### src/rtl/err_irq_capture.sv
module err_irq_capture #(
  parameter int ADDR_W = 32
) (
  input  logic              clk,
  input  logic              rst_n,
  input  logic              evt_valid,
  input  logic [ADDR_W-1:0] evt_addr,
  input  logic [3:0]        evt_id,
  input  logic [7:0]        evt_mstid,
  input  logic              evt_db,
  input  logic [15:0]       evt_info,
  input  logic [4:0]        bus_addr,
  input  logic              bus_we,
  input  logic [31:0]       bus_wdata,
  output logic [31:0]       bus_rdata,
  output logic [7:0]        irq_out
);
  localparam int NID  = 9;
  localparam int NDST = 8;
  localparam logic [4:0] A_CTRL = 5'h00, A_STAT = 5'h04, A_CLR = 5'h08,
                         A_RT0 = 5'h0C, A_RT1 = 5'h10, A_CAD = 5'h14, A_CIN = 5'h18;

  logic              en;
  logic [NID-1:0]    stat;
  logic [3:0]        route [NID];
  logic [ADDR_W-1:0] capt_addr;
  logic [3:0]        capt_id;
  logic [7:0]        capt_mst;
  logic              capt_db;
  logic [15:0]       capt_info;

  wire take   = evt_valid && en && (evt_id < 4'(NID));
  wire clr_wr = bus_we && (bus_addr == A_CLR);

  always_ff @(posedge clk) begin
    if (!rst_n) begin
      en <= 1'b1;
      stat <= '0;
    end else begin
      if (bus_we && bus_addr == A_CTRL) en <= bus_wdata[0];
      for (int i = 0; i < NID; i++) begin
        if (take && evt_id == 4'(i)) stat[i] <= 1'b1;
        else if (clr_wr && bus_wdata[i]) stat[i] <= 1'b0;
      end
    end
  end

  always_ff @(posedge clk) begin
    if (!rst_n) begin
      for (int i = 0; i < NDST; i++) route[i] <= 4'(i);
      route[NID-1] <= 4'h8;
    end else if (bus_we) begin
      if (bus_addr == A_RT0)
        for (int i = 0; i < NDST; i++) route[i] <= bus_wdata[4*i +: 4];
      if (bus_addr == A_RT1) route[NID-1] <= bus_wdata[3:0];
    end
  end

  always_ff @(posedge clk) begin
    if (!rst_n) begin
      capt_addr <= '0;
      capt_id   <= '0;
      capt_mst  <= '0;
      capt_db   <= 1'b0;
      capt_info <= '0;
    end else if (take) begin
      capt_addr <= evt_addr;
      capt_id   <= evt_id;
      capt_mst  <= evt_mstid;
      capt_db   <= evt_db;
      capt_info <= evt_db ? evt_info : 16'h0;
    end
  end

  always_comb begin
    irq_out = '0;
    for (int i = 0; i < NDST; i++)
      if (stat[i] && !route[i][3]) irq_out[route[i][2:0]] = 1'b1;
    if (stat[NID-1]) begin
      if (route[NID-1][3]) irq_out = '1;
      else irq_out[route[NID-1][2:0]] = 1'b1;
    end
  end

  always_comb begin
    bus_rdata = '0;
    case (bus_addr)
      A_CTRL: bus_rdata[0] = en;
      A_STAT: bus_rdata[NID-1:0] = stat;
      A_RT0:  for (int i = 0; i < NDST; i++) bus_rdata[4*i +: 4] = route[i];
      A_RT1:  bus_rdata[3:0] = route[NID-1];
      A_CAD:  bus_rdata = 32'(capt_addr);
      A_CIN:  bus_rdata = {capt_info, 3'b000, capt_db, capt_mst, capt_id};
      default: bus_rdata = '0;
    endcase
  end
endmodule


### config.mk
export PLATFORM = sky130hd
export DESIGN_NAME = err_irq_capture
export DESIGN_NICKNAME = d
export VERILOG_FILES = /design/src/rtl/err_irq_capture.sv
export SDC_FILE = /design/constraint.sdc
export NUM_CORES = 1
export LEC_CHECK = 0
export ABC_CLOCK_PERIOD_IN_PS = 2420
export BUFFER_PORTS_ARGS = -buffer_cell sky130_fd_sc_hd__buf_2
export CORE_MARGIN = 2
export CORE_UTILIZATION = 48
export DETAILED_ROUTE_END_ITERATION = 8
export GPL_ROUTABILITY_DRIVEN = 1
export GPL_TIMING_DRIVEN = 0
export HOLD_SLACK_MARGIN = 0.15
export PLACE_DENSITY_LB_ADDON = 0.3
export SLEW_MARGIN = 20
export SYNTH_ARGS = -nofsm -noshare
export SYNTH_HDL_FRONTEND = slang
export SYNTH_SLANG_ARGS = --single-unit
### constraint.sdc
create_clock -name clk -period 2.42 [get_ports clk]
set_clock_uncertainty 0.2 [all_clocks]
set_input_delay 0.242 -clock clk [delete_from_list [all_inputs] [get_ports clk]]
set_output_delay 0.242 -clock clk [all_outputs]
set_load 0.05 [all_outputs]
---- After elaboration in Yosys (flattened, before gate mapping) ----
Memory sizes are Yosys's and may differ from the RTL's.
Cells that the tools add are included.
cells by class
  bitwise logic cells ..................... 17
  magnitude comparators ................... 19
  eq/ne operators ......................... 14
  reductions and logical operators ........ 58
  mux-type cells .......................... 69
operators with widths
  cell                count
  $mux 8              10
  $pmux 23 s3         1
  $or 8x8->8          8
  $logic_and 1x1->1   39
  $lt 3x4->1 const B  9
  $mux 1              36
  $mux 4              9
  $demux 1 s3         9
  $ge 3x1->1 const B  9
  $pmux 5 s4          1
  $reduce_bool 2->1   9
  $eq 4x3->1 const B  4
  $mux 16             1
  $eq 5x5->1 const B  3
  $pmux 3 s5          1
  $eq 5x4->1 const B  2
  $or 1x1->1          9
  $eq 4x2->1 const B  2
  $logic_not 1->1     8
  $pmux 1 s6          1
  $eq 5x3->1 const B  1
  $logic_not 5->1     1
  $eq 4x1->1 const B  1
  $eq 4x4->1 const B  1
  other kinds (2)     2
storage, ports and cells
  memories kept ........................... 1
  bits in registers ....................... 71
  word-level logic and storage cells ...... 193
  output and inout port bits .............. 40
  input bits .............................. 102
  memory bits (writable) .................. 36
memory list
  name   depth  width  read ports  clocked after memory_dff  wr ports  RTL line  source
  route  9      4      9           0                         9         25        logic [3:0] route [NID];

---- Depth between registers and ports, before layout ----
Gate-level depths: netlist of the first run.
  depth after elaboration ................. 22
  mapped depth ............................ 6
  mapped depth without buffers ............ 4

---- Worst setup path after synthesis of the first run ----
OpenSTA, ideal clock, no wires.
  kind .................................... input port to flip-flop
  from .................................... in bus_addr[2]
  to ...................................... mem route[0][0], enable pin
  library setup time ...................... 389 ps
  path slack .............................. -57 ps
  path buffers ............................ 2
  arrival time ............................ 1,888 ps
  data required time ...................... 1,831 ps
  stages .................................. 6
  path through ............................ buf_4 > nand2b_4 > nor4b_4 > clkbuf_1 > nand2_1 > nand2_1
RTL lines
  what             RTL line  source
  start, declared  12        input logic [4:0] bus_addr,
  end, declared    25

==> flow_metrics.env, run 1 <==
export IMPL_synth_nets=721
export IMPL_min_period_ps=2379
export IMPL_cts_made_buffers=9
export IMPL_grt_use_total_pct=32.76
export IMPL_worst_slew_pin_slew_ps=856.0
export IMPL_worst_ep_required_time_ps=1980
export IMPL_post_route_util_pct=69.52
export IMPL_p_leak_uw=0.003379
export IMPL_synthCells=619
export IMPL_slew_limit_headroom_pct=42.46
export IMPL_finalNetCount=983
export IMPL_worstSkewPairLatency_ps=340
export IMPL_reg2reg_depth=6
export IMPL_routedWlPerCell_um=19.92
export IMPL_grt_max_degree=33
export IMPL_multi_input_area_um2=2756
export IMPL_p_total_uw=4059
export IMPL_maxCapViolations=0
export IMPL_routed_via_count=6015
export IMPL_place_gp_congestion=0.9651
export IMPL_fillers=876
export IMPL_cts_tree="built"
export IMPL_io_pins=142
export IMPL_layout_drive_gt1_share_pct=23.36
export IMPL_cts_root_buf="clkbuf_16"
export IMPL_chipHeight_um=111.0
export IMPL_cp_arrival_ps=1940
export IMPL_finalSetupViolations=0
export IMPL_path_clk_slew_ps=70
export IMPL_drt_iter0_markers=629
export IMPL_grt_pass1_wl_mm=31.73
export IMPL_critPathCaptureType="primary output"
export IMPL_min_path_cells=3
export IMPL_htree_levels=3
export IMPL_synth_edf_count=36
export IMPL_min_path_type="in -> reg"
export IMPL_r2r_end="capt_info[2]"
export IMPL_final_antenna_net_count=0
export IMPL_cts_buffer_depth=2
export IMPL_rrSetupSlack_ps=160
export IMPL_crit_fanout=4
export IMPL_pre_cts_ws_ps=-379.9
export IMPL_timing_final_hold_violations=0
export IMPL_start_util_pct=48.57
export IMPL_worstSetupPathType="reg -> out"
export IMPL_drc_errors=0
export IMPL_port_buffer_count=137
export IMPL_grt_overflow_total=0
export IMPL_grt_pass1_vias=6109
export IMPL_netlist_area_um2=5499
export IMPL_setup_ws_ps=41.19
export IMPL_vias_per_cell=5.845
export IMPL_die_x_um=111.0
export IMPL_hold_worst_slack_ps=180.3
export IMPL_ir_drop_v=0.0003198
export IMPL_seq_area_frac_synth_pct=45.51
export IMPL_dp_hpwl_mm=13.80
export IMPL_dr_pass1_iters=8
export IMPL_register_area_um2=2502
export IMPL_synth_cell_types=55
export IMPL_p_per_area_nw_per_um2=515.7
export IMPL_async_flop_share_pct=0
export IMPL_syn_area_per_cell_um2=8.884
export IMPL_fmax_mhz=420.4
export IMPL_worstSetupStartpointType="register"
export IMPL_cts_sinks=107
export IMPL_core_um2=11320
export IMPL_antenna_found_initial=0
export IMPL_drv_slew=0
export IMPL_ys_flop_type="dfxtp_1"
export IMPL_hold_path_end="capt_id[2]"
export IMPL_finalCritPeriodShare_pct=98.30
export IMPL_routed_wl_mm=20.50
export IMPL_min_delay_start="evt_valid"
export IMPL_outcome="finished, final reports clean"
export IMPL_reg2reg_from="en"
export IMPL_row_count=39
export IMPL_area_growth_pct=43.12
export IMPL_ys_ff_latch=107
export IMPL_ys_warn_count=0
export IMPL_n_antenna_cell=0
export IMPL_die_area_um2=12330
## flip-flops by register name (all words and copies together), names as in the netlist
register and flops:
stat 9, route 36, en 1, capt_id 4, capt_info 16, capt_mst 8, capt_addr 32, capt_db 1
## cell usage in the layout (no fill, tap or decap), drive strengths merged, types with 8 or more instances in the layout
cell type	n
nor3b	14
a222oi	20
o21a	8
a21boi	69
edfxtp	36
clkbuf	39
and2	20
a22oi	21
nor2	18
dlygate4sd3	103
o21ai	9
a32oi	8
nor3	10
dfxtp	71
nand2b	18
nand3	30
nand2	127
inv	29
buf	164
## critical path: stages (launching register included)
cell	delay, ps
edfxtp_1	460
or3b_4	430
nor3b_1	190
and4b_1	220
nand4_1	110
buf_6	180
## metal layers
metal  up-vias  track usage [%]  part of all wire (%)
met5         -                0                     0
met4         0            16.13                   4.5
met3        79            5.139                   7.6
met2       352            55.21                    48
met1      2827            41.03                    40
li1       2757                -                     -
## how the worst max path moves through the flow
stage / slack (ps) / endpoint / start / cells after the start
6_report: 40 / irq_out[2] / route[0][24] / 5
5_1_grt: -20 / bus_rdata[2] / bus_addr[0] / 7
4_1_cts: 4 / bus_rdata[2] / bus_addr[1] / 7
3_5_place_dp: -380 / route[0][29] / bus_addr[0] / 6
3_3_place_gp: -300 / route[0][22] / bus_addr[0] / 6
2_1_floorplan: 220 / route[0][0] / bus_addr[2] / 6
## cell families (layout without fill, tap and decap cells)
group	after synthesis	count (layout)	share of synthesized area [%]
muxes	3	3	0.5688
AOI/OAI and AO/OA	154	154	22.00
DFF	107	107	45.51
and+or+nand+nor	283	283	26.58
buffers and inverters	72	339	5.347
## per-stage QoR
step / TNS, ps / cells / area [um2]
floorplan: 0 / 619 / 5502
global placement: -14660 / 899 / 6366
detailed placement: -18280 / 899 / 6372
CTS: 0 / 1020 / 7770
global route: -28.97 / 1029 / 7870
finish: 0 / 1029 / 7870
## power breakdown
group | total [uW] | switching (uW) | leakage, uW | internal, uW
clock | 1420 | 699 | 0.000142 | 722
sequential | 2040 | 96.6 | 0.000929 | 1940
combinational | 600 | 311 | 0.00231 | 289
total | 4060 | 1110 | 0.00338 | 2950
## cells in the mapped netlist (all sizes together) (2+ instances only)
library cell | number | share of area [%]
nand2 | 127 | 8.7
clkbuf | 32 | 2.2
mux2i | 2 | 0.36
a21boi | 69 | 9.4
nand3 | 30 | 2.7
and2 | 20 | 2.3
nor4 | 5 | 0.68
and4 | 2 | 0.32
a22oi | 21 | 2.9
nand4b | 2 | 0.32
a22o | 3 | 0.48
inv | 27 | 1.8
nand4 | 5 | 0.57
a32oi | 8 | 1.3
a31oi | 2 | 0.23
and3 | 5 | 0.57
nor2b | 7 | 0.80
a21oi | 2 | 0.25
o21ai | 9 | 0.82
nor3b | 14 | 1.9
o22ai | 2 | 0.23
and3b | 7 | 1.1
nand2b | 18 | 2.2
buf | 13 | 1.3
edfxtp | 36 | 20
nor3 | 10 | 0.91
or3 | 3 | 0.43
o211a | 2 | 0.36
a222oi | 20 | 3.6
nand3b | 3 | 0.41
o21a | 8 | 1.1
nor4b | 3 | 0.86
nor2 | 18 | 1.2
dfxtp | 71 | 26
## layout make-up
class	count	share of cell area [%]
Clock buffer	10	2.909
Clock inverter	6	0.7631
Timing Repair Buffer	257	23.61
Multi-Input combinational cell	440	35.02
Buffer	39	2.337
Sequential cell	107	31.80
Tap cell	143	2.273
Inverter	27	1.288
## repair_timing
item,in CTS,in global routing
hold endpoints to repair,105,0
hold buffers,103,0
buffers inserted,6,11
setup endpoints to repair,68,68
resized for setup,14,13
pin swaps,0,2
(Power assumes the default switching activity.)
==> run 2: changes to the inputs <==
==> constraint.sdc (replaced) <==
create_clock -name clk -period 2.42 [get_ports clk]
set_clock_uncertainty 0.2 [all_clocks]
set_input_delay 0 -clock clk [delete_from_list [all_inputs] [get_ports clk]]
set_output_delay 0 -clock clk [all_outputs]
set_load 0.05 [all_outputs]
==> run 2 against run 1 <==
  * Worst hold slack gained 57 ps
  * Sequential share of layout area shrank 2.0 points
  * Combinational power grew 10%
  * Critical path type is now in -> out
  * Largest power group unchanged
==> flow_metrics.env, run 2 (same netlist as run 1, synthesis figures left out) <==
export IMPL_start_util_pct=48.57
export IMPL_routed_wl_mm=22.74
export IMPL_rsz0062_at_grt="no"
export IMPL_finalSetupViolations=0
export IMPL_worstSkewPairLatency_ps=340
export IMPL_layout_drive_gt1_share_pct=19.30
export IMPL_final_antenna_net_count=0
export IMPL_ir_drop_v=0.0003554
export IMPL_worst_ep_required_time_ps=2220
export IMPL_path_clk_slew_ps=70
export IMPL_finalCritPeriodShare_pct=98.66
export IMPL_crit_chain="buf_2 > nand2b_1 > nor3_1 > clkbuf_1 > a222oi_1 > inv_1 > buf_2"
export IMPL_cts_buffer_depth=2
export IMPL_critical_path_top_delay_family="buffers and inverters"
export IMPL_chipHeight_um=111.0
export IMPL_cts_root_buf="clkbuf_16"
export IMPL_dr_pass1_iters=9
export IMPL_n_antenna_cell=0
export IMPL_placed_cells=899
export IMPL_io_pins=142
export IMPL_cpMostUsedCell="buf_2"
export IMPL_largest_registers="route x36, capt_addr x32, capt_info x16"
export IMPL_vias_per_cell=6.013
export IMPL_slowest_stage="clkbuf_1"
export IMPL_critPathCaptureType="primary output"
export IMPL_grt_overflow_total=0
export IMPL_cts_sinks=107
export IMPL_maxCapViolations=0
export IMPL_cts_tree="built"
export IMPL_die_area_um2=12330
export IMPL_die_x_um=111.0
export IMPL_cpPeakStageDelay_ps=630
export IMPL_worstSetupPathType="in -> out"
export IMPL_cts_made_buffers=9
export IMPL_drc_errors=0
export IMPL_min_path_type="in -> reg"
export IMPL_crit_fanout=10
export IMPL_finalNonFillerCells=1081
export IMPL_p_leak_uw=0.003497
export IMPL_largest_register_ff_count=36
export IMPL_place_gp_congestion=0.9670
export IMPL_routed_via_count=6500
export IMPL_fmax_mhz=418.8
export IMPL_post_route_util_pct=74.25
export IMPL_layout_common_cells="169 x dlygate4sd3_1, 147 x buf_2, 125 x nand2_1, 71 x dfxtp_1, 59 x a21boi_0"
export IMPL_row_count=39
export IMPL_antenna_found_initial=0
export IMPL_p_per_area_nw_per_um2=510.3
export IMPL_port_buffer_count=137
export IMPL_slew_limit_headroom_pct=48.26
export IMPL_grt_max_degree=33
export IMPL_min_period_ps=2388
export IMPL_final_common_cell="dlygate4sd3_1"
export IMPL_dp_hpwl_mm=13.76
export IMPL_grt_use_total_pct=36.58
export IMPL_drt_iter0_markers=667
export IMPL_area_growth_pct=52.86
export IMPL_cp_num_buf_inv=4
export IMPL_postCtsSetupRepairBufs=0
export IMPL_worstSetupStartpointType="primary input"
export IMPL_core_um2=11320
export IMPL_pre_cts_ws_ps=-95.28
export IMPL_grt_pass1_vias=6725
export IMPL_routedWlPerCell_um=21.04
export IMPL_worst_slew_pin_slew_ps=769.8
export IMPL_outcome="finished, final reports clean"
export IMPL_p_total_uw=4289
export IMPL_cp_arrival_ps=2190
export IMPL_finalNetCount=1035
export IMPL_grt_pass1_wl_mm=35.33
export IMPL_setup_ws_ps=32.34
export IMPL_htree_levels=3
export IMPL_timing_final_hold_violations=0
export IMPL_largest_register="route"
export IMPL_drv_slew=0
==> run 2: changes by cell type in the layout (fill, tap and decap cells not counted), sizes merged <==
cell and delta:
dlygate4sd3 +66, clkinv -4, buf -14, inv -1, clkbuf +4, bufinv +1
==> run 2: tightest hold or removal path, cell delays in order <==
cell and delay, ps:
dlygate4sd3_1 520, buf_2 90, nand2b_1 80
==> run 2: power breakdown <==
| part | internal, uW | switching (uW) | total [uW] |
|---|---|---|---|
| Combinational | 325 | 336 | 661 |
| Sequential | 1940 | 99.6 | 2040 |
| Clock | 908 | 679 | 1590 |
| Total | 3180 | 1110 | 4290 |
==> run 2: through the flow <==
stage / hold WS (ps) / cell area (um2) / TNS, ps
6_report: 237.6 / 8406 / 0
5_1_grt: 258.4 / 8406 / 0
3_5_place_dp: 53.59 / 6372 / -2963
2_1_floorplan: -74.89 / 5499 / 0
3_3_place_gp: 44.36 / 6364 / -15520
4_1_cts: 235.2 / 8387 / 0
==> run 2: what timing repair did <==
action	in CTS	in global routing
endpoints found under the hold margin	111	0
hold buffers	169	0
setup endpoints to repair	0	60
resized for setup	0	11
==> run 2: worst paths after layout <==
path                               startpoint             to  cells after the start  slack, ps
worst min register to register  capt_addr[17]  capt_addr[17]                      2        270
worst max-delay path              bus_addr[1]  bus_rdata[26]                      7         30
worst min-delay path            bus_wdata[28]   route[0][28]                      3        240
worst max register to register             en    capt_mst[5]                      6         90
==> run 2: per-layer routing <==
metal,wire length [um],track usage (%),vias up
met1,8601,43.40,3073
met5,0,0,-
met3,1970,7.381,118
met4,1271,21.89,0
li1,-,-,2856
met2,10900,61.35,453
==> run 2: final cells by class <==
type / count / area, um2
timing repair buffer: 306 / 2377
fill: 750 / 2915
multi-input combinational: 440 / 2736
clock inverter: 2 / 26.28
sequential: 107 / 2502
clock buffer: 14 / 296.5
buffer: 42 / 186.4
inverter: 27 / 101.3
tap: 143 / 178.9
==> run 3: changes to the inputs <==
--- a/config.mk
+++ b/config.mk
@@ -5,10 +5,11 @@
 export SDC_FILE = /design/constraint.sdc
 export NUM_CORES = 1
 export LEC_CHECK = 0
+export ABC_AREA = 1
 export ABC_CLOCK_PERIOD_IN_PS = 2420
 export BUFFER_PORTS_ARGS = -buffer_cell sky130_fd_sc_hd__buf_2
 export CORE_MARGIN = 2
-export CORE_UTILIZATION = 48
+export CORE_UTILIZATION = 49
 export DETAILED_ROUTE_END_ITERATION = 8
 export GPL_ROUTABILITY_DRIVEN = 1
 export GPL_TIMING_DRIVEN = 0
==> run 3 against run 2 <==
  * Critical path depth rose by 2
  * Combinational power grew 5.6%
  * First-iteration DRC count increased by 15%
  * Sequential share of layout area down 0.44 points
  * Worst hold slack lost 16 ps
  * Synthesized area up 6.3%
  * Fmax up 1.6%
  * Die area grew 4.0%
  * Register-to-register slack improved by 70 ps
  * Routed wire length is 5.0% lower
  * Highest routed layer unchanged
  * The run now ends with DRC left
==> flow_metrics.env, run 3 <==
export IMPL_fillers=855
export IMPL_antenna_found_initial=0
export IMPL_row_count=39
export IMPL_final_common_cell="nand2_1"
export IMPL_min_path_type="in -> reg"
export IMPL_min_period_ps=2349
export IMPL_synth_top_area_share_pct=24.32
export IMPL_crit_fanout=4
export IMPL_die_x_um=113.2
export IMPL_die_area_um2=12820
export IMPL_worstSetupStartpointType="primary input"
export IMPL_ys_flop_type="dfxtp_1"
export IMPL_cpMostUsedCell="dlygate4sd3_1"
export IMPL_cp_arrival_ps=2400
export IMPL_largest_registers="route x36, capt_addr x32, capt_info x16"
export IMPL_layout_drive_gt1_share_pct=18.78
export IMPL_core_um2=11520
export IMPL_drc_errors=11
export IMPL_synth_nets=949
export IMPL_htree_levels=3
export IMPL_synthTopCellsByArea="dfxtp_1 24%, edfxtp_1 18%, nand2_1 17%"
export IMPL_synth_edf_count=36
export IMPL_cts_made_buffers=9
export IMPL_synthCells=847
export IMPL_final_antenna_net_count=0
export IMPL_synth_top_cells_by_count="262 x nand2_1, 109 x nand3_1, 90 x inv_1"
export IMPL_synth_cell_types=24
export IMPL_critical_path_top_delay_family="buffers and inverters"
export IMPL_timing_final_hold_violations=0
export IMPL_ir_drop_v=0.0004109
export IMPL_cts_tree="built"
export IMPL_r2r_end="stat[4]"
export IMPL_synth_most_common_cell="nand2_1"
export IMPL_largest_register="route"
export IMPL_async_flop_share_pct=0
export IMPL_chipHeight_um=113.2
export IMPL_grt_max_degree=33
export IMPL_drv_slew=0
export IMPL_cts_buffer_depth=2
export IMPL_worstSetupPathType="in -> reg"
export IMPL_rsz0062_at_grt="no"
export IMPL_largest_register_ff_count=36
export IMPL_cts_sinks=107
export IMPL_critPathCaptureType="register"
export IMPL_grt_pass1_wl_mm=33.47
export IMPL_cpPeakStageDelay_ps=580
export IMPL_violations="DRC"
export IMPL_maxCapViolations=0
export IMPL_p_total_uw=4301
export IMPL_place_gp_congestion=0.9604
export IMPL_start_util_pct=50.76
export IMPL_tns_ps=0
export IMPL_cp_endpoint="stat[6]"
export IMPL_p_leak_uw=0.003856
export IMPL_syn_area_per_cell_um2=6.902
export IMPL_crit_chain="dlygate4sd3_1 > buf_2 > nand3_2 > nor2_2 > nand2_1 > dlygate4sd3_1 > nand2_1 > a21oi_1 > dlygate4sd3_1"
export IMPL_ys_warn_count=0
export IMPL_dp_hpwl_mm=14.21
export IMPL_reg2reg_from="en"
export IMPL_worst_slew_pin_slew_ps=797.7
export IMPL_cts_root_buf="clkbuf_16"
export IMPL_ys_ff_latch=107
export IMPL_worst_ep_required_time_ps=2470
export IMPL_post_route_util_pct=74.09
export IMPL_netlist_area_um2=5846
export IMPL_startpoint="bus_we"
export IMPL_area_growth_pct=45.95
export IMPL_fmax_mhz=425.7
export IMPL_finalNetCount=1247
export IMPL_cp_depth=9
export IMPL_dr_pass1_iters=8
export IMPL_rrSetupSlack_ps=160
export IMPL_io_pins=142
export IMPL_grt_use_total_pct=33.68
export IMPL_path_clk_slew_ps=80
export IMPL_vias_per_cell=5.442
export IMPL_p_per_area_nw_per_um2=504.1
export IMPL_port_buffer_count=139
export IMPL_n_antenna_cell=0
export IMPL_grt_overflow_total=0
export IMPL_routed_via_count=7036
export IMPL_finalSetupViolations=0
export IMPL_reg2reg_depth=6
export IMPL_routed_wl_mm=21.61
export IMPL_routedWlPerCell_um=16.72
export IMPL_layout_common_cells="261 x nand2_1, 155 x buf_2, 147 x dlygate4sd3_1, 108 x nand3_1, 90 x inv_1"
export IMPL_drt_iter0_markers=766
export IMPL_slew_limit_headroom_pct=46.64
export IMPL_synth_top_area_cell="dfxtp_1"
export IMPL_finalCritPeriodShare_pct=97.07
export IMPL_grt_pass1_vias=6786
export IMPL_postCtsSetupRepairBufs=0
export IMPL_slowest_stage="dlygate4sd3_1"
export IMPL_outcome="finished, violations left"
export IMPL_seq_area_frac_synth_pct=42.81
export IMPL_worstSkewPairLatency_ps=350
export IMPL_cp_num_buf_inv=4
[run 3: changes by cell type after synthesis, sizes merged, moves of 19 or more]
cell | previous run | this run
a21boi | 69 | 0
a21oi | 2 | 73
a222oi | 20 | 0
a22oi | 21 | 0
and2 | 20 | 1
inv | 27 | 92
nand2 | 127 | 268
nand3 | 30 | 111
nor2 | 18 | 88
[run 3: area by class of cell]
type	instances	area (um2)	area share [%]
Buffer	41	196.4	2.302
Multi-Input combinational cell	606	2813	32.97
Timing Repair Buffer	286	2167	25.40
Clock inverter	6	82.58	0.9679
Tap cell	143	178.9	2.097
Sequential cell	107	2502	29.33
Clock buffer	10	239.0	2.801
Inverter	94	352.8	4.136
[run 3: timing repair]
| action | in CTS | in global routing |
|---|---|---|
| hold buffers | 147 | 0 |
| hold endpoints to repair | 111 | 0 |
| setup endpoints to repair | 0 | 8 |
| gates resized for setup | 0 | 2 |
[run 3: per-layer routing]
layer / track usage (%) / routed length [um]
met3: 4.392 / 1994
met5: 0 / 0
met4: 15.20 / 857
met2: 58.36 / 10370
met1: 41.87 / 8391
[run 3: power breakdown]
group | switching (uW) | leakage, uW | internal (uW)
sequential | 70.6 | 0.000929 | 1950
combinational | 401 | 0.00277 | 297
clock | 734 | 0.000154 | 854
total | 1200 | 0.00386 | 3100
[run 3: metrics by stage]
step	std cells	setup slack [ps]	area (um2)	hold WS, ps
floorplan	847	610.3	5846	-57.03
global placement	1129	68.91	6720	53.90
detailed placement	1129	470.1	6723	57.88
CTS	1292	43.69	8516	218.8
global route	1293	21.15	8532	251.5
finish	1293	70.99	8532	221.7
[run 3: kinds of logic (layout without fill, tap and decap cells)]
kind of cell | after synthesis | in the layout | synth area share (%)
buffers and inverters | 135 | 437 | 9.396
DFF | 107 | 107 | 42.81
and+or+nand+nor | 503 | 504 | 38.29
AOI/OAI and AO/OA | 102 | 102 | 9.503
[run 3: worst min path at each step]
stage	start	end	slack, ps	cells past startpoint
finish	bus_addr[4]	route[0][32]	220	5
global route	evt_addr[31]	capt_addr[31]	250	4
CTS	bus_addr[4]	route[0][32]	220	5
detailed placement	evt_mstid[6]	capt_mst[6]	60	3
global placement	evt_addr[31]	capt_addr[31]	50	3
floorplan	evt_addr[17]	capt_addr[17]	-60	2
[run 3: worst min-delay path: cells and delay by family]
family	cells	cell delay, ps
buffers and inverters	2	220
AND/OR/NAND/NOR	3	390
